## src/rtl/gpio_irq_pkg.sv

```systemverilog
package gpio_irq_pkg;
  localparam int ADDR_W = 4;
  localparam logic [ADDR_W-1:0] A_IEN   = 4'h0;
  localparam logic [ADDR_W-1:0] A_IDIS  = 4'h1;
  localparam logic [ADDR_W-1:0] A_MASK  = 4'h2;
  localparam logic [ADDR_W-1:0] A_PEND  = 4'h3;
  localparam logic [ADDR_W-1:0] A_XON   = 4'h4;
  localparam logic [ADDR_W-1:0] A_XOFF  = 4'h5;
  localparam logic [ADDR_W-1:0] A_EDGE  = 4'h6;
  localparam logic [ADDR_W-1:0] A_LEVEL = 4'h7;
  localparam logic [ADDR_W-1:0] A_RISE  = 4'h8;
  localparam logic [ADDR_W-1:0] A_FALL  = 4'h9;
  localparam logic [ADDR_W-1:0] A_XRD   = 4'hA;
  localparam logic [ADDR_W-1:0] A_LVRD  = 4'hB;
  localparam logic [ADDR_W-1:0] A_POLRD = 4'hC;

  typedef enum logic [2:0] {
    RD_NONE, RD_MASK, RD_PEND, RD_XMODE, RD_LEVEL, RD_POL
  } rdSel_e;

  typedef struct packed {
    logic   maskSet;
    logic   maskClr;
    logic   xSet;
    logic   xClr;
    logic   edgeSel;
    logic   levelSel;
    logic   riseSel;
    logic   fallSel;
    logic   pendClr;
    rdSel_e rdSel;
  } irqStrobes_t;
endpackage

```

## src/rtl/irq_sync.sv

```systemverilog
module irq_sync #(
  parameter int WIDTH  = 32,
  parameter int STAGES = 2
) (
  input  logic             clk,
  input  logic             rstN,
  input  logic [WIDTH-1:0] asyncIn,
  output logic [WIDTH-1:0] syncOut
);
  logic [WIDTH-1:0] stage [STAGES];

  for (genvar s = 0; s < STAGES; s++) begin : g_stage
    always_ff @(posedge clk or negedge rstN) begin
      if (!rstN) stage[s] <= '0;
      else if (s == 0) stage[s] <= asyncIn;
      else stage[s] <= stage[(s == 0) ? 0 : s - 1];
    end
  end

  assign syncOut = stage[STAGES-1];
endmodule

```

## src/rtl/irq_ctrl.sv

```systemverilog
module irq_ctrl
  import gpio_irq_pkg::*;
(
  input  logic              wrEn,
  input  logic [ADDR_W-1:0] wrAddr,
  input  logic              rdEn,
  input  logic [ADDR_W-1:0] rdAddr,
  output irqStrobes_t       stb
);
  always_comb begin
    stb          = '0;
    stb.maskSet  = wrEn && (wrAddr == A_IEN);
    stb.maskClr  = wrEn && (wrAddr == A_IDIS);
    stb.xSet     = wrEn && (wrAddr == A_XON);
    stb.xClr     = wrEn && (wrAddr == A_XOFF);
    stb.edgeSel  = wrEn && (wrAddr == A_EDGE);
    stb.levelSel = wrEn && (wrAddr == A_LEVEL);
    stb.riseSel  = wrEn && (wrAddr == A_RISE);
    stb.fallSel  = wrEn && (wrAddr == A_FALL);
    stb.pendClr  = rdEn && (rdAddr == A_PEND);
    unique case (rdAddr)
      A_MASK:  stb.rdSel = RD_MASK;
      A_PEND:  stb.rdSel = RD_PEND;
      A_XRD:   stb.rdSel = RD_XMODE;
      A_LVRD:  stb.rdSel = RD_LEVEL;
      A_POLRD: stb.rdSel = RD_POL;
      default: stb.rdSel = RD_NONE;
    endcase
  end
endmodule

```

## src/rtl/irq_datapath.sv

```systemverilog
module irq_datapath
  import gpio_irq_pkg::*;
#(
  parameter int NPINS = 32,
  parameter int SYNC_STAGES = 2
) (
  input  logic             clk,
  input  logic             rstN,
  input  logic [NPINS-1:0] pinIn,
  input  logic [NPINS-1:0] wrData,
  input  irqStrobes_t      stb,
  output logic [NPINS-1:0] rdData,
  output logic             irqOut,
  output logic [NPINS-1:0] pendVec,
  output logic [NPINS-1:0] maskVec
);
  logic [NPINS-1:0] syncQ, prevQ, evt;
  logic [NPINS-1:0] maskR, xModeR, levelR, riseR, pendR;

  irq_sync #(.WIDTH(NPINS), .STAGES(SYNC_STAGES)) uSync (
    .clk(clk), .rstN(rstN), .asyncIn(pinIn), .syncOut(syncQ)
  );

  for (genvar p = 0; p < NPINS; p++) begin : g_evt
    logic anyEdge, upEdge, downEdge, qualified;
    assign anyEdge  = syncQ[p] ^ prevQ[p];
    assign upEdge   = syncQ[p] & ~prevQ[p];
    assign downEdge = ~syncQ[p] & prevQ[p];
    assign qualified = levelR[p] ? (riseR[p] ? syncQ[p] : ~syncQ[p])
                                 : (riseR[p] ? upEdge : downEdge);
    assign evt[p] = xModeR[p] ? qualified : anyEdge;
  end

  always_ff @(posedge clk or negedge rstN) begin
    if (!rstN) begin
      prevQ  <= '0;
      maskR  <= '0;
      xModeR <= '0;
      levelR <= '0;
      riseR  <= '0;
      pendR  <= '0;
    end else begin
      prevQ <= syncQ;
      pendR <= (stb.pendClr ? '0 : pendR) | evt;
      if (stb.maskSet)  maskR  <= maskR | wrData;
      if (stb.maskClr)  maskR  <= maskR & ~wrData;
      if (stb.xSet)     xModeR <= xModeR | wrData;
      if (stb.xClr)     xModeR <= xModeR & ~wrData;
      if (stb.levelSel) levelR <= levelR | wrData;
      if (stb.edgeSel)  levelR <= levelR & ~wrData;
      if (stb.riseSel)  riseR  <= riseR | wrData;
      if (stb.fallSel)  riseR  <= riseR & ~wrData;
    end
  end

  always_comb begin
    unique case (stb.rdSel)
      RD_MASK:  rdData = maskR;
      RD_PEND:  rdData = pendR;
      RD_XMODE: rdData = xModeR;
      RD_LEVEL: rdData = levelR;
      RD_POL:   rdData = riseR;
      default:  rdData = '0;
    endcase
  end

  assign irqOut  = |(pendR & maskR);
  assign pendVec = pendR;
  assign maskVec = maskR;
endmodule

```

## src/rtl/gpio_irq_detect.sv

```systemverilog
module gpio_irq_detect
  import gpio_irq_pkg::*;
#(
  parameter int NPINS = 32
) (
  input  logic             clk,
  input  logic             rstN,
  input  logic [NPINS-1:0] pinIn,
  input  logic             wrEn,
  input  logic [3:0]       wrAddr,
  input  logic [NPINS-1:0] wrData,
  input  logic             rdEn,
  input  logic [3:0]       rdAddr,
  output logic [NPINS-1:0] rdData,
  output logic             irqOut
);
  irqStrobes_t      stb;
  logic [NPINS-1:0] pendVec, maskVec;

  irq_ctrl uCtrl (
    .wrEn(wrEn), .wrAddr(wrAddr), .rdEn(rdEn), .rdAddr(rdAddr), .stb(stb)
  );

  irq_datapath #(.NPINS(NPINS), .SYNC_STAGES(2)) uDp (
    .clk(clk), .rstN(rstN), .pinIn(pinIn), .wrData(wrData), .stb(stb),
    .rdData(rdData), .irqOut(irqOut), .pendVec(pendVec), .maskVec(maskVec)
  );
endmodule

```

## config.mk

```make
export PLATFORM = sky130hd
export DESIGN_NAME = gpio_irq_detect
export DESIGN_NICKNAME = d
export VERILOG_FILES = /design/src/rtl/gpio_irq_pkg.sv /design/src/rtl/irq_sync.sv /design/src/rtl/irq_ctrl.sv /design/src/rtl/irq_datapath.sv /design/src/rtl/gpio_irq_detect.sv
export SDC_FILE = /design/constraint.sdc
export NUM_CORES = 1
export LEC_CHECK = 0
export CORE_MARGIN = 3
export CORE_UTILIZATION = 35
export CTS_CLUSTER_SIZE = 40
export DETAILED_ROUTE_END_ITERATION = 12
export HOLD_SLACK_MARGIN = 0.12
export PLACE_DENSITY_LB_ADDON = 0.3
export SETUP_SLACK_MARGIN = 0.05
export SLEW_MARGIN = 10
export SYNTH_ARGS = -nofsm -noshare
export SYNTH_HDL_FRONTEND = slang
export SYNTH_SLANG_ARGS = --single-unit
```

## constraint.sdc

```tcl
create_clock -name clk -period 1.9 [get_ports clk]
set_input_delay 0.38 -clock clk [delete_from_list [all_inputs] [get_ports clk]]
set_output_delay 0.38 -clock clk [all_outputs]
set_load 0.005 [all_outputs]
```

==> results.txt <==
----------------------------------------------------
[Outcome]
  Run status ... finished with violations
  Violations in the final reports ... negative setup slack

[STA]
  Post-route worst hold slack ... 0.150 ns
  Final setup violation count ... 33
  Unrepaired setup endpoints after global routing ... true
  Slack of the critical path ... -0.554 ns
  F_max ... 408 MHz
  Share of the clock period used by the worst path after layout ... 129%
  TNS Setup ... -4.89 ns
  Slew Viols, Final ... 0
  Worst relative slew slack ... 69.2%
  Hold Vio Cnt, Final ... 0
  Crit path time final ... 2.45 ns
  Final Skew ... 0.0122 ns
  Actual slew at the worst max-slew pin ... 0.462 ns

[Final layout]
  Most frequent cells in the layout ... dfrtp_1, buf_4, nand2_1
  Post-route cell area ... 16100 um2
  Synthesis-to-layout area growth ... 38.3%
  Ant. Diodes ... 0
  Number of fillers in the final layout ... 2895
  Area of combinational cells with multiple inputs ... 4820 um2
  Core utilization of the finished layout ... 49.3%
  FF+latch area ... 6410 um2
  Total number of nets in the final design ... 1447
  Layout cells sized above 1 ... 27.1%
  Most frequent standard cell in the layout excluding fill and tap cells ... dfrtp_1

[Floorplan]
  Die Area ... 35400 um2
  Horizontal die dimension ... 188 um
  Initial Utilization ... 35.6%
  Count of boundary I/O pins ... 109
  Std cell rows ... 66
  Core area ... 32600 um2
  Die Height ... 188 um

[Worst setup path]
  CP required ... 1.52 ns
  Maximum fanout along the worst path ... 2
  Internal reg-to-reg setup slack ... 0.52 ns
  Data arrival, critical path ... 2.07 ns
  Category of the critical setup timing path ... register to primary output
  R2R depth ... 5
  Worst reg2reg path startpoint ... uDp.uSync.syncOut[21]
  Worst Setup End Kind ... primary output
  Capture instance of the worst register-to-register path ... uDp.pendVec[21]
  Worst Setup Start Kind ... register

[Synthesis]
  Complex-gate fraction of the synthesized area ... 19.4%
  Count of unique library cells instantiated by Yosys ... 28
  Number of flops mapped to enable cells by yosys ... 0
  Yosys top cell area share ... 55.1%
  Sequential share of the synthesized area ... 55.1%
  Async set or reset register ratio after synthesis ... 100%
  Primary FF master, synth ... dfrtp_1
  Syn Nets ... 1167
  Synthesized-area fraction occupied by and/or/nand/nor cells ... 6.22%
  Dominant combinational cell family by area after synthesis ... compound AO/OA/AOI/OAI gates
  Synthesized instance count ... 1027
  Fraction of the mapped netlist area in adder cells ... 6.89%
  Yosys warning total ... 0
  Mean instance size in the synthesized netlist ... 11.3 um2
  Synth area leaders ... dfrtp_1, ha_1, mux2_2
  Cell area after synthesis ... 11600 um2
  Post-synthesis cell type with the largest combined area ... dfrtp_1
  XOR/XNOR Fraction of Synth Area ... 0.0753%
  Post-synthesis mux area share ... 7.95%
  FF+latch count, synth ... 256

[Placement]
  Quantity of I/O buffers inserted on ports ... 108
  HPWL after detailed placement ... 20900 um
  DP Area ... 14400 um2
  Gp weighted congestion ... 0.804

[Power and ir drop]
  Peak supply drop ... 0.000647 V
  Total chip power ... 15.5 mW
  Power per cell area ... 966 nW/um2
  Pleak ... 7.33 nW

[Hold path]
  Hold Path Cell Cnt ... 2
  Worst min-delay path startpoint ... wrAddr[0]
  Path category of the worst min-delay check ... input pin to register

[CTS]
  Number of sinks driven by the clock tree ... 256
  Clock latency on the worst-skew pair ... 0.56 ns
  Clock tree root driver cell ... clkbuf_16
  Cts bufs inserted ... 29
  # H-tree levels ... 1
  Clock tree from TritonCTS ... built
  Max Root-Sink Buffers ... 3
  Clock slew at reported path FFs ... 0.06 ns

[GRT]
  Remaining global-route overflow ... 0
  Total routing resource utilization after global routing ... 19.2%
  Largest net degree at the start of global routing ... 78
  Via count of the first global-routing pass ... 9196
  Antenna violations before repair ... 1
  Wire length of the first global-routing pass ... 53900 um

[Drt]
  Iteration-0 DRC Markers ... 996
  Average wire per standard cell ... 19.7 um
  DRT antenna net count ... 0
  Met3 wire length ... 2090 um
  Highest Signal Layer ... met5
  Metal-1 WL ... 16200 um
  Total via count in the routed design ... 9443
  Number of optimization iterations in the first detailed-route pass ... 8
  Remaining DRCs ... 0
  Detailed route wirelength on metal2 ... 15900 um
  Routed WL ... 34900 um
  Number of vias per cell ... 5.33

[Flow run]
  Total of max-cap violations ... 0

----------------------------------------------------
kinds of logic (layout without fill, tap and decap cells):
logic type / Yosys count / count (layout)
XOR/XNOR: 1 / 1
multiplexers: 85 / 85
adder cells (fa/ha/maj): 64 / 64
flip-flops: 256 / 256
AO/OA/AOI/OAI: 336 / 336
buffers and inverters: 127 / 429
AND/OR/NAND/NOR: 158 / 158
Yosys cell counts, types with 3 or more instances:
cell type and n:
a21oi_1 91, nand3b_1 5, clkbuf_1 38, buf_2 17
nand2_1 134, and4bb_2 4, o211ai_1 54, mux2_1 5
buf_4 3, nand4_1 4, mux2i_1 26, ha_1 64
a222oi_1 32, nand2b_1 5, o2111ai_1 5, dfrtp_1 256
a31oi_1 91, inv_1 69, a32o_1 5, mux2_2 54
a22oi_1 48, o21ai_0 10
cell type report:
cell class / instances / share of cell area [%]
sequential: 256 / 39.8
multi-input combinational: 644 / 30.0
timing repair buffer: 307 / 19.4
clock buffer: 41 / 5.17
tap: 442 / 3.44
inverter: 69 / 1.61
clock inverter: 12 / 0.584
worst max-delay path by stage:
stage	startpoint	end	slack, ns	depth (start not counted)
after global routing	register	irqOut	-0.62	4
final	register	irqOut	-0.55	4
after global placement	rdAddr[0]	rdData[0]	-0.90	6
after CTS	uDp.pendVec[23]	irqOut	-0.62	4
after floorplan	rdAddr[0]	rdData[10]	0.23	4
after detailed placement	rdAddr[0]	rdData[0]	-0.95	6
power breakdown:
group / leakage [nW] / total [mW] / internal [mW] / switching [mW]
clock: 0.458 / 5.45 / 3.17 / 2.29
combinational: 3.98 / 3.09 / 1.75 / 1.34
sequential: 2.90 / 6.98 / 6.25 / 0.732
total: 7.33 / 15.5 / 11.2 / 4.36
layer usage:
| metal | track usage (%) | up-vias |
|---|---|---|
| li1 | - | 4401 |
| met1 | 27.8 | 4710 |
| met2 | 30.0 | 280 |
| met4 | 4.68 | 2 |
| met3 | 3.40 | 50 |
| met5 | 0 | - |
critical path, cell delays in order, from the launching register on:
cell     delay (ns)
dfrtp_1        0.44
a22oi_2        0.24
nand4_1        0.16
or4_4          0.54
buf_6          0.14
repair_timing:
action                     4_1_cts  5_1_grt
buffers inserted                51       22
setup endpoints to repair       33       33
hold endpoints to repair        42        0
cloned                           6        1
hold buffers                     1        0
resized for setup              189       22
pin swaps                       65       50
through the flow:
step	setup slack (ns)	instances
CTS	-0.621	1753
global route	-0.616	1771
detailed placement	-0.952	1643
global placement	-0.898	1643
finish	-0.554	1771
floorplan	0.233	1027
Note: power is estimated with default switching activity, not from simulation.
